## config.mk

```make
export PLATFORM = sky130hd
export DESIGN_NAME = ser_fence_ctrl
export DESIGN_NICKNAME = d
export VERILOG_FILES = /design/src/rtl/sfc_pkg.sv /design/src/rtl/sfc_store_fifo.sv /design/src/rtl/sfc_seq_fsm.sv /design/src/rtl/sfc_fence_track.sv /design/src/rtl/ser_fence_ctrl.sv
export SDC_FILE = /design/constraint.sdc
export NUM_CORES = 1
export LEC_CHECK = 0
export ABC_CLOCK_PERIOD_IN_PS = 3250
export BUFFER_PORTS_ARGS = -buffer_cell sky130_fd_sc_hd__buf_2
export CORE_MARGIN = 3
export CORE_UTILIZATION = 30
export CTS_CLUSTER_DIAMETER = 120
export DETAILED_ROUTE_END_ITERATION = 7
export PLACE_DENSITY = 0.48
export SYNTH_ARGS = -nofsm -noshare
export SYNTH_HDL_FRONTEND = slang
export SYNTH_HIERARCHICAL = 1
export SYNTH_SLANG_ARGS = --single-unit
```

## constraint.sdc

```tcl
create_clock -name clk -period 3.25 [get_ports clk]
set_input_delay 0.1625 -clock clk [delete_from_list [all_inputs] [get_ports clk]]
set_output_delay 0.1625 -clock clk [all_outputs]
set_load 0.05 [all_outputs]
```

## src/rtl/sfc_pkg.sv

```systemverilog
package sfc_pkg;
  typedef enum logic [2:0] {
    OP_NORM = 3'd0,
    OP_SER  = 3'd1,
    OP_LFEN = 3'd2,
    OP_SFEN = 3'd3,
    OP_MFEN = 3'd4,
    OP_CRW  = 3'd5
  } op_cls_e;

  typedef enum logic [1:0] {
    S_IDLE   = 2'd0,
    S_DRAIN  = 2'd1,
    S_RESUME = 2'd2
  } seq_st_e;

  // control register whose write does not serialize
  localparam logic [3:0] CREG_NOSER = 4'd8;
endpackage

```

## src/rtl/sfc_store_fifo.sv

```systemverilog
module sfc_store_fifo #(
  parameter int unsigned W     = 48,
  parameter int unsigned DEPTH = 4
) (
  input  logic         clk,
  input  logic         rst,
  input  logic         push,
  input  logic [W-1:0] din,
  input  logic         pop,
  output logic [W-1:0] dout,
  output logic         empty,
  output logic         full
);
  localparam int unsigned PTRW = (DEPTH > 1) ? $clog2(DEPTH) : 1;
  localparam logic [PTRW:0] CNT_FULL = (PTRW+1)'(DEPTH);

  logic [W-1:0]    mem [DEPTH];
  logic [PTRW-1:0] wr_ptr, rd_ptr;
  logic [PTRW:0]   cnt;
  logic            do_push, do_pop;

  assign empty   = (cnt == '0);
  assign full    = (cnt == CNT_FULL);
  assign do_push = push && !full;
  assign do_pop  = pop && !empty;
  assign dout    = mem[rd_ptr];

  // storage without reset so it maps onto RAM
  always_ff @(posedge clk) begin
    if (do_push) mem[wr_ptr] <= din;
  end

  always_ff @(posedge clk) begin
    if (rst) begin
      wr_ptr <= '0;
      rd_ptr <= '0;
      cnt    <= '0;
    end else begin
      if (do_push) wr_ptr <= (wr_ptr == PTRW'(DEPTH-1)) ? '0 : wr_ptr + 1'b1;
      if (do_pop)  rd_ptr <= (rd_ptr == PTRW'(DEPTH-1)) ? '0 : rd_ptr + 1'b1;
      case ({do_push, do_pop})
        2'b10:   cnt <= cnt + 1'b1;
        2'b01:   cnt <= cnt - 1'b1;
        default: cnt <= cnt;
      endcase
    end
  end
endmodule

```

## src/rtl/sfc_seq_fsm.sv

```systemverilog
module sfc_seq_fsm
  import sfc_pkg::*;
#(
  parameter int unsigned CNTW = 4
) (
  input  logic            clk,
  input  logic            rst,
  input  logic            ser_req,
  input  logic [CNTW-1:0] older_cnt,
  input  logic            sb_empty,
  output logic            fetch_stall,
  output logic            spec_flush
);
  seq_st_e st_q, st_n;
  logic    pend_q, pend_n;
  logic    quiet;

  assign quiet = (older_cnt == '0) && sb_empty;

  always_comb begin
    st_n   = st_q;
    pend_n = pend_q;
    unique case (st_q)
      S_IDLE:   if (ser_req) st_n = S_DRAIN;
      S_DRAIN: begin
        if (ser_req) pend_n = 1'b1;
        if (quiet)   st_n = S_RESUME;
      end
      S_RESUME: begin
        if (pend_q || ser_req) begin
          st_n   = S_DRAIN;
          pend_n = 1'b0;
        end else begin
          st_n = S_IDLE;
        end
      end
      default:  st_n = S_IDLE;
    endcase
  end

  always_ff @(posedge clk) begin
    if (rst) begin
      st_q       <= S_IDLE;
      pend_q     <= 1'b0;
      spec_flush <= 1'b0;
    end else begin
      st_q       <= st_n;
      pend_q     <= pend_n;
      spec_flush <= (st_n == S_DRAIN) && (st_q != S_DRAIN);
    end
  end

  assign fetch_stall = (st_q != S_IDLE);
endmodule

```

## src/rtl/sfc_fence_track.sv

```systemverilog
module sfc_fence_track #(
  parameter int unsigned LDW = 4
) (
  input  logic           clk,
  input  logic           rst,
  input  logic           ld_fence,
  input  logic           st_fence,
  input  logic [LDW-1:0] ld_pending,
  input  logic           sb_empty,
  output logic           ld_hold,
  output logic           st_hold
);
  always_ff @(posedge clk) begin
    if (rst) begin
      ld_hold <= 1'b0;
      st_hold <= 1'b0;
    end else begin
      if (ld_fence)                ld_hold <= 1'b1;
      else if (ld_pending == '0)   ld_hold <= 1'b0;
      if (st_fence)                st_hold <= 1'b1;
      else if (sb_empty)           st_hold <= 1'b0;
    end
  end
endmodule

```

## src/rtl/ser_fence_ctrl.sv

```systemverilog
module ser_fence_ctrl
  import sfc_pkg::*;
#(
  parameter int unsigned AW    = 16,
  parameter int unsigned DW    = 32,
  parameter int unsigned DEPTH = 4,
  parameter int unsigned CNTW  = 4,
  parameter int unsigned LDW   = 4
) (
  input  logic            clk,
  input  logic            rst,
  input  logic            op_valid,
  input  logic [2:0]      op_class,
  input  logic [3:0]      op_creg,
  input  logic [CNTW-1:0] older_cnt,
  input  logic [LDW-1:0]  ld_pending,
  input  logic            st_valid,
  input  logic [AW-1:0]   st_addr,
  input  logic [DW-1:0]   st_data,
  input  logic            mem_wr_ready,
  output logic            mem_wr_valid,
  output logic [AW-1:0]   mem_wr_addr,
  output logic [DW-1:0]   mem_wr_data,
  output logic            fetch_stall,
  output logic            spec_flush,
  output logic            ld_block,
  output logic            st_block,
  output logic            sb_drain_req
);
  localparam int unsigned EW = AW + DW;

  op_cls_e       cls;
  logic          is_ser, is_lf, is_sf;
  logic          sb_empty, sb_full, ld_hold, st_hold;
  logic [EW-1:0] head;

  assign cls    = op_cls_e'(op_class);
  assign is_ser = op_valid && ((cls == OP_SER) ||
                               ((cls == OP_CRW) && (op_creg != CREG_NOSER)));
  assign is_lf  = op_valid && ((cls == OP_LFEN) || (cls == OP_MFEN));
  assign is_sf  = op_valid && ((cls == OP_SFEN) || (cls == OP_MFEN));

  sfc_store_fifo #(.W(EW), .DEPTH(DEPTH)) u_sb (
    .clk   (clk),
    .rst   (rst),
    .push  (st_valid && !st_block),
    .din   ({st_addr, st_data}),
    .pop   (mem_wr_ready),
    .dout  (head),
    .empty (sb_empty),
    .full  (sb_full)
  );

  sfc_seq_fsm #(.CNTW(CNTW)) u_seq (
    .clk         (clk),
    .rst         (rst),
    .ser_req     (is_ser),
    .older_cnt   (older_cnt),
    .sb_empty    (sb_empty),
    .fetch_stall (fetch_stall),
    .spec_flush  (spec_flush)
  );

  sfc_fence_track #(.LDW(LDW)) u_fen (
    .clk        (clk),
    .rst        (rst),
    .ld_fence   (is_lf),
    .st_fence   (is_sf),
    .ld_pending (ld_pending),
    .sb_empty   (sb_empty),
    .ld_hold    (ld_hold),
    .st_hold    (st_hold)
  );

  assign mem_wr_valid = !sb_empty;
  assign mem_wr_addr  = head[EW-1:DW];
  assign mem_wr_data  = head[DW-1:0];
  assign ld_block     = ld_hold || fetch_stall;
  assign st_block     = st_hold || fetch_stall || sb_full;
  assign sb_drain_req = !sb_empty && (st_hold || fetch_stall);
endmodule

```

* Word-level counts from Yosys, hierarchy flattened
Memories as Yosys holds them, arrays and structs flattened. A register that Yosys moved wholly into a read port is not among the register bits.
Index checks and enable logic that the tools add are counted.
** Cells by class
- Muxes and demuxes :: 18
- Equality and inequality tests :: 17
- Divide/modulo/power cells :: 0
- $add $sub $neg :: 4
- Multipliers :: 0
- Reductions and logical operators :: 30
- Order comparisons :: 0
- Shift-type cells :: 0
- Bitwise logic cells :: 0
** Operator list (number)
- $mux W2 :: 6
- $logic_and A1 B1 Y1 :: 10
- $reduce_bool A2 Y1 :: 5
- $eq A3 B3 Y1 const B :: 3
- $mux W1 :: 9
- $eq A2 B2 Y1 const B :: 4
- $logic_not A4 Y1 :: 2
- $logic_or A1 B1 Y1 :: 7
- $eq A2 B1 Y1 const B :: 3
- $eq A3 B2 Y1 const B :: 2
- $ne A2 B1 Y1 const B :: 3
- $pmux W2 S3 :: 1
- $pmux W3 S2 :: 1
- $add A2 B1 Y2 const B :: 2
- $ne A4 B4 Y1 const B :: 1
- $add A3 B1 Y3 const B :: 1
- $eq A3 B1 Y1 const B :: 1
- $logic_not A1 Y1 :: 3
- $logic_not A3 Y1 :: 1
- $reduce_and A3 Y1 :: 1
- $sub A3 B1 Y3 const B :: 1
- $logic_not A2 Y1 :: 1
- $pmux W1 S2 :: 1
** Word-level totals
- Word-level logic and storage cells :: 78
- Latch bits :: 0
- Memories :: 1
- Output and inout bits :: 54
- RAM bits :: 192
- Register bits :: 13
- Bits in read-only memories :: 0
** Memory list
- u_sb.mem :: words 4, bits a word 48, read ports 1, clocked after Yosys merged registers in 1, wr ports 1, RTL line sfc_store_fifo.sv:17 : logic [W-1:0] mem [DEPTH];

* Logic depth before layout (Yosys ltp)
- Depth in word-level cells :: 9
- Depth in mapped cells :: 13

* By module
The synthesis kept the hierarchy.
** Modules (own cells, without submodules)
- sfc_store_fifo :: times used 1, cells each 304, area each 7409.6 um2
- sfc_seq_fsm :: times used 1, cells each 16, area each 161.4 um2
- ser_fence_ctrl :: times used 1, cells each 15, area each 91.3 um2
- sfc_fence_track :: times used 1, cells each 8, area each 72.6 um2

* Worst setup path after synthesis
Ideal clock, no wire load.
- Path type :: flip-flop to flip-flop
- Start point :: reg u_sb.cnt[2]
- End point :: reg u_sb.cnt[2]
- Arrival :: 2989 ps
- Buffers on the path :: 1
- Data required time :: 3180 ps
- Cell stages (with the launch flop) :: 14
- Slack :: 191 ps
- Cell sequence :: dfxtp_1 or3b_1 buf_6 inv_1 or3_1 nor2_1 and2_4 inv_1 ha_1 inv_1 fa_1 xor2_1 or3_2 a21oi_1
** Between the ends
- Cells in the longest elaborated chain, start to end :: 7
- Elaborated cells on any way between the ends :: 15
- Classes of those cells :: add/sub: 2; eq/ne: 3; mux: 1; reduce/logical: 9
** Ends and longest elaborated chain
- start, declared :: RTL line sfc_store_fifo.sv:19 : logic [PTRW:0] cnt;
- start signal, assigned :: RTL line sfc_store_fifo.sv:42 : 2'b10: cnt <= cnt + 1'b1;
- start signal, assigned :: RTL line sfc_store_fifo.sv:43 : 2'b01: cnt <= cnt - 1'b1;
- start signal, assigned :: RTL line sfc_store_fifo.sv:44 : default: cnt <= cnt;
- $eq A3 B3 Y1 * :: RTL line sfc_store_fifo.sv:23 : assign full = (cnt == CNT_FULL);
- net sb_full :: RTL line ser_fence_ctrl.sv:34 : logic sb_empty, sb_full, ld_hold, st_hold;
- $logic_or A1 B1 Y1 * :: RTL line ser_fence_ctrl.sv:79 : assign st_block = st_hold || fetch_stall || sb_full;
- net st_block :: RTL line ser_fence_ctrl.sv:27 : output logic st_block,
- $logic_not A1 Y1 * :: RTL line ser_fence_ctrl.sv:46 : .push (st_valid && !st_block),
- $logic_and A1 B1 Y1 * :: RTL line ser_fence_ctrl.sv:46
- $logic_and A1 B1 Y1 * :: RTL line sfc_store_fifo.sv:24 : assign do_push = push && !full;
- $eq A2 B1 Y1 or $eq A2 B2 Y1 (tied branches) :: RTL line sfc_store_fifo.sv:41 : case ({do_push, do_pop})
- $pmux W3 S2 or $reduce_bool A2 Y1 (tied branches)
The timed path passes the listed nets; every way through them passes the cells marked *.
A chain may end at the register's enable or synchronous reset.

* Worst setup path in the final report
- Start point :: reg u_sb.cnt[0]
- End point :: reg u_sb.cnt[2]
** Between the ends
- Cells in the longest elaborated chain, start to end :: 7
- Elaborated cells on any way between the ends :: 15
- Classes of those cells :: add/sub: 2; eq/ne: 3; mux: 1; reduce/logical: 9
** Ends and longest elaborated chain (RTL line)
- $eq A3 B3 Y1 * :: sfc_store_fifo.sv:23
- net sb_full :: ser_fence_ctrl.sv:34
- $logic_or A1 B1 Y1 :: ser_fence_ctrl.sv:79
- $logic_not A1 Y1 :: ser_fence_ctrl.sv:46
- $logic_and A1 B1 Y1 :: ser_fence_ctrl.sv:46
- $logic_and A1 B1 Y1 * :: sfc_store_fifo.sv:24
- $eq A2 B1 Y1 or $eq A2 B2 Y1 (tied branches) :: sfc_store_fifo.sv:41
- $pmux W3 S2 or $reduce_bool A2 Y1 (tied branches)
Marked as above.

==> impl_metrics.py <==
metrics = {
    "status": {
        "outcome": "finished clean",
    },
    "logic_synthesis": {
        "yosysUniqueCellTypes": 38,
        "yosys-top-cells-area": "edfxtp_1 (75%), mux4_2 (14%), dfxtp_1 (3.9%)",
        "synthFlopType": "edfxtp_1",
        "synth_area_um2": 7730,
        "syn_area_per_cell_um2": 22.6,
        "synth_fp_nets": 418,
        "yosysWarnings": 6,
        "ys_seq_area_share_pct": 78.4,
        "syn_inst": 343,
        "yosys_register_bits": 207,
        "yosys.area.top_type": "edfxtp_1",
        "synthArstFlopShare_pct": 0,
        "synth_edf_count": 192,
        "synth_top_area_share_pct": 74.5,
    },
    "timing": {
        "post-route-min-period_ps": 2940,
        "setup_tns_ps": 0,
        "grt_setup_unrepaired": "false",
        "drv_slew": 0,
        "hold_viol_final": 0,
        "fin_crit_sh_pct": 90.4,
        "tightest_slew_ps": 599,
        "timing.fmax_mhz": 340,
        "fin_skew_ps": 8.97,
        "finalSetupViolations": 0,
        "maxSlewHeadroom_pct": 59.7,
    },
    "clock_network": {
        "clkLatencyLatePin_ps": 490,
        "clk_pin_slew_ps": 60,
        "cts_setup_buffers": 0,
        "clock_sink_count": 207,
        "cts_buffer_depth": 3,
        "cts_made_buffers": 23,
        "cts_tree": "yes",
        "h-tree-depth": 1,
        "cts-root-buf": "clkbuf_16",
    },
    "min_path": {
        "hold_depth": 2,
        "hold_class": "in -> reg",
        "hold_path_end": "u_sb/wr_ptr[1]",
        "min-delay-start": "rst",
    },
    "setup_path": {
        "reg2reg_from": "u_sb/cnt[0]",
        "critPathLaunchType": "register",
        "cp_max_fo": 9,
        "rr_endpoint": "u_sb/cnt[2]",
        "required_ps": 3670,
        "worstSetupEndpointType": "register",
        "worstSetupPathType": "reg -> reg",
        "worstPathArrival_ps": 3360,
        "rrSetupSlack_ps": 310,
        "ff2ff_path_depth": 12,
    },
    "routing": {
        "drc": 0,
        "viasPerCell": 4.44,
        "drtIter0Drc": 226,
        "post_drt_wl_per_cell_um": 18.0,
        "routed_wl_um": 15900,
        "ant_nets": 0,
        "dr.pass1.iters": 4,
        "vias": 3936,
    },
    "finish": {
        "layout.nets": 616,
        "final_cell_mix": "edfxtp_1 (192), buf_2 (121), dlygate4sd3_1 (53)",
        "area_growth_pct": 30.7,
        "final_common_cell": "edfxtp_1",
        "final_cell_area_um2": 10100,
        "fin_cells": 887,
        "antenna_cells": 0,
        "drive_gt1_share_pct": 39.7,
    },
    "pwr": {
        "power.density_nw_per_um2": 817,
        "leakage_nw": 3.50,
        "ir_worst_vdd_uv": 502,
        "p_total_mw": 8.25,
    },
    "die": {
        "fp-row-count": 58,
        "start_util_pct": 30.6,
        "die_area_um2": 27700,
        "dieHeight_um": 167,
        "ios": 122,
        "die_w_um": 167,
        "core_area_um2": 25300,
    },
    "grt": {
        "antenna_found_initial": 0,
        "grt_pass1_wl_um": 25400,
        "grt.total_usage_pct": 11.6,
        "grt_max_degree": 26,
        "grt-ovfl-total": 0,
        "grt_pass1_vias": 4433,
    },
    "placement": {
        "numPortBuffers": 121,
        "gp_congestion": 0.700,
        "place_inst": 793,
        "hpwl_um": 10300,
        "placed_area_um2": 8880,
    },
    "job": {
        "maxCapViolations": 0,
    },
}
==> flip-flops by register name, indices dropped and copies added, names as in the netlist, named ones only <==
register,flops
u_seq/pend_q,1
u_fen/st_hold,1
u_seq/st_q,2
u_sb/wr_ptr,2
u_sb/rd_ptr,2
u_fen/ld_hold,1
u_sb/mem,192
u_seq/spec_flush,1
u_sb/cnt,3
==> worst max path at each step <==
| stage | from | endpoint | slack (ps) | cells after the start |
|---|---|---|---|---|
| 2_1_floorplan | u_sb/cnt[2] | u_sb/cnt[2] | 190 | 13 |
| 3_3_place_gp | u_sb/cnt[2] | u_sb/cnt[2] | 520 | 12 |
| 3_5_place_dp | u_sb/cnt[0] | u_sb/cnt[2] | 350 | 12 |
| 4_1_cts | u_sb/cnt[0] | u_sb/cnt[2] | 320 | 12 |
| 5_1_grt | u_sb/cnt[0] | u_sb/cnt[2] | 40 | 12 |
| 6_report | u_sb/cnt[0] | u_sb/cnt[2] | 310 | 12 |
==> cell usage after synthesis, types with 3 or more instances <==
master and count:
dfxtp_1 15, ha_1 6, buf_2 5, nand3_1 3, mux4_2 48, edfxtp_1 192, and3_2 4, nor3_1 3
inv_1 14, clkbuf_1 3, a21oi_1 8, buf_6 3, nor2_1 7
==> kinds of logic after synthesis <==
logic type	share of synthesized area, %
fa+ha+maj	1.23
buf+inv	1.68
compound gates	1.44
mux	14.1
flops	78.4
simple gates	2.78
xor+xnor	0.340
==> per-layer routing <==
| layer | up-vias | share of wire [%] | global-route usage, % |
|---|---|---|---|
| met5 | - | 0 | 0 |
| met4 | 0 | 1.7 | 2.94 |
| met3 | 23 | 6.4 | 2.66 |
| met2 | 111 | 50 | 19.7 |
| met1 | 1990 | 42 | 15.3 |
| li1 | 1812 | - | - |
==> through the flow <==
step                util (%)  worst slack (ps)  hold slack, ps
detailed placement      35.1               349             381
floorplan                  -               191             232
CTS                     40.0               322            24.5
global placement        35.1               516             374
global route            40.0              40.7            53.1
finish                  40.0               311            46.8
==> power breakdown <==
part	internal, mW	switching (mW)	total, mW
Clock	1.44	0.953	2.40
Combinational	0.798	1.64	2.43
Sequential	3.26	0.160	3.42
==> worst max-delay path, stage by stage, from the launching register on <==
cell and delay (ps):
dfxtp_1 420, or3b_1 300, inv_1 60, or3_1 330
nor2_1 350, and2_4 230, inv_1 40, ha_1 220
inv_1 100, fa_1 200, xor2_1 70, or3_2 410
a21oi_1 150
==> cell type report <==
class,instances,area (um^2)
repair buffers,185,1330
fillers,2303,15100
well taps,330,413
clock buffers,26,587
flip-flops and latches,207,6070
multi-input cells,110,1540
clock inverters,15,116
inverters,14,52.6
==> repair_timing <==
item,4_1_cts,5_1_grt
endpoints found under the hold margin,194,0
resized for setup,0,0
hold buffers,53,0
Note: power is estimated with default switching activity, not from simulation.
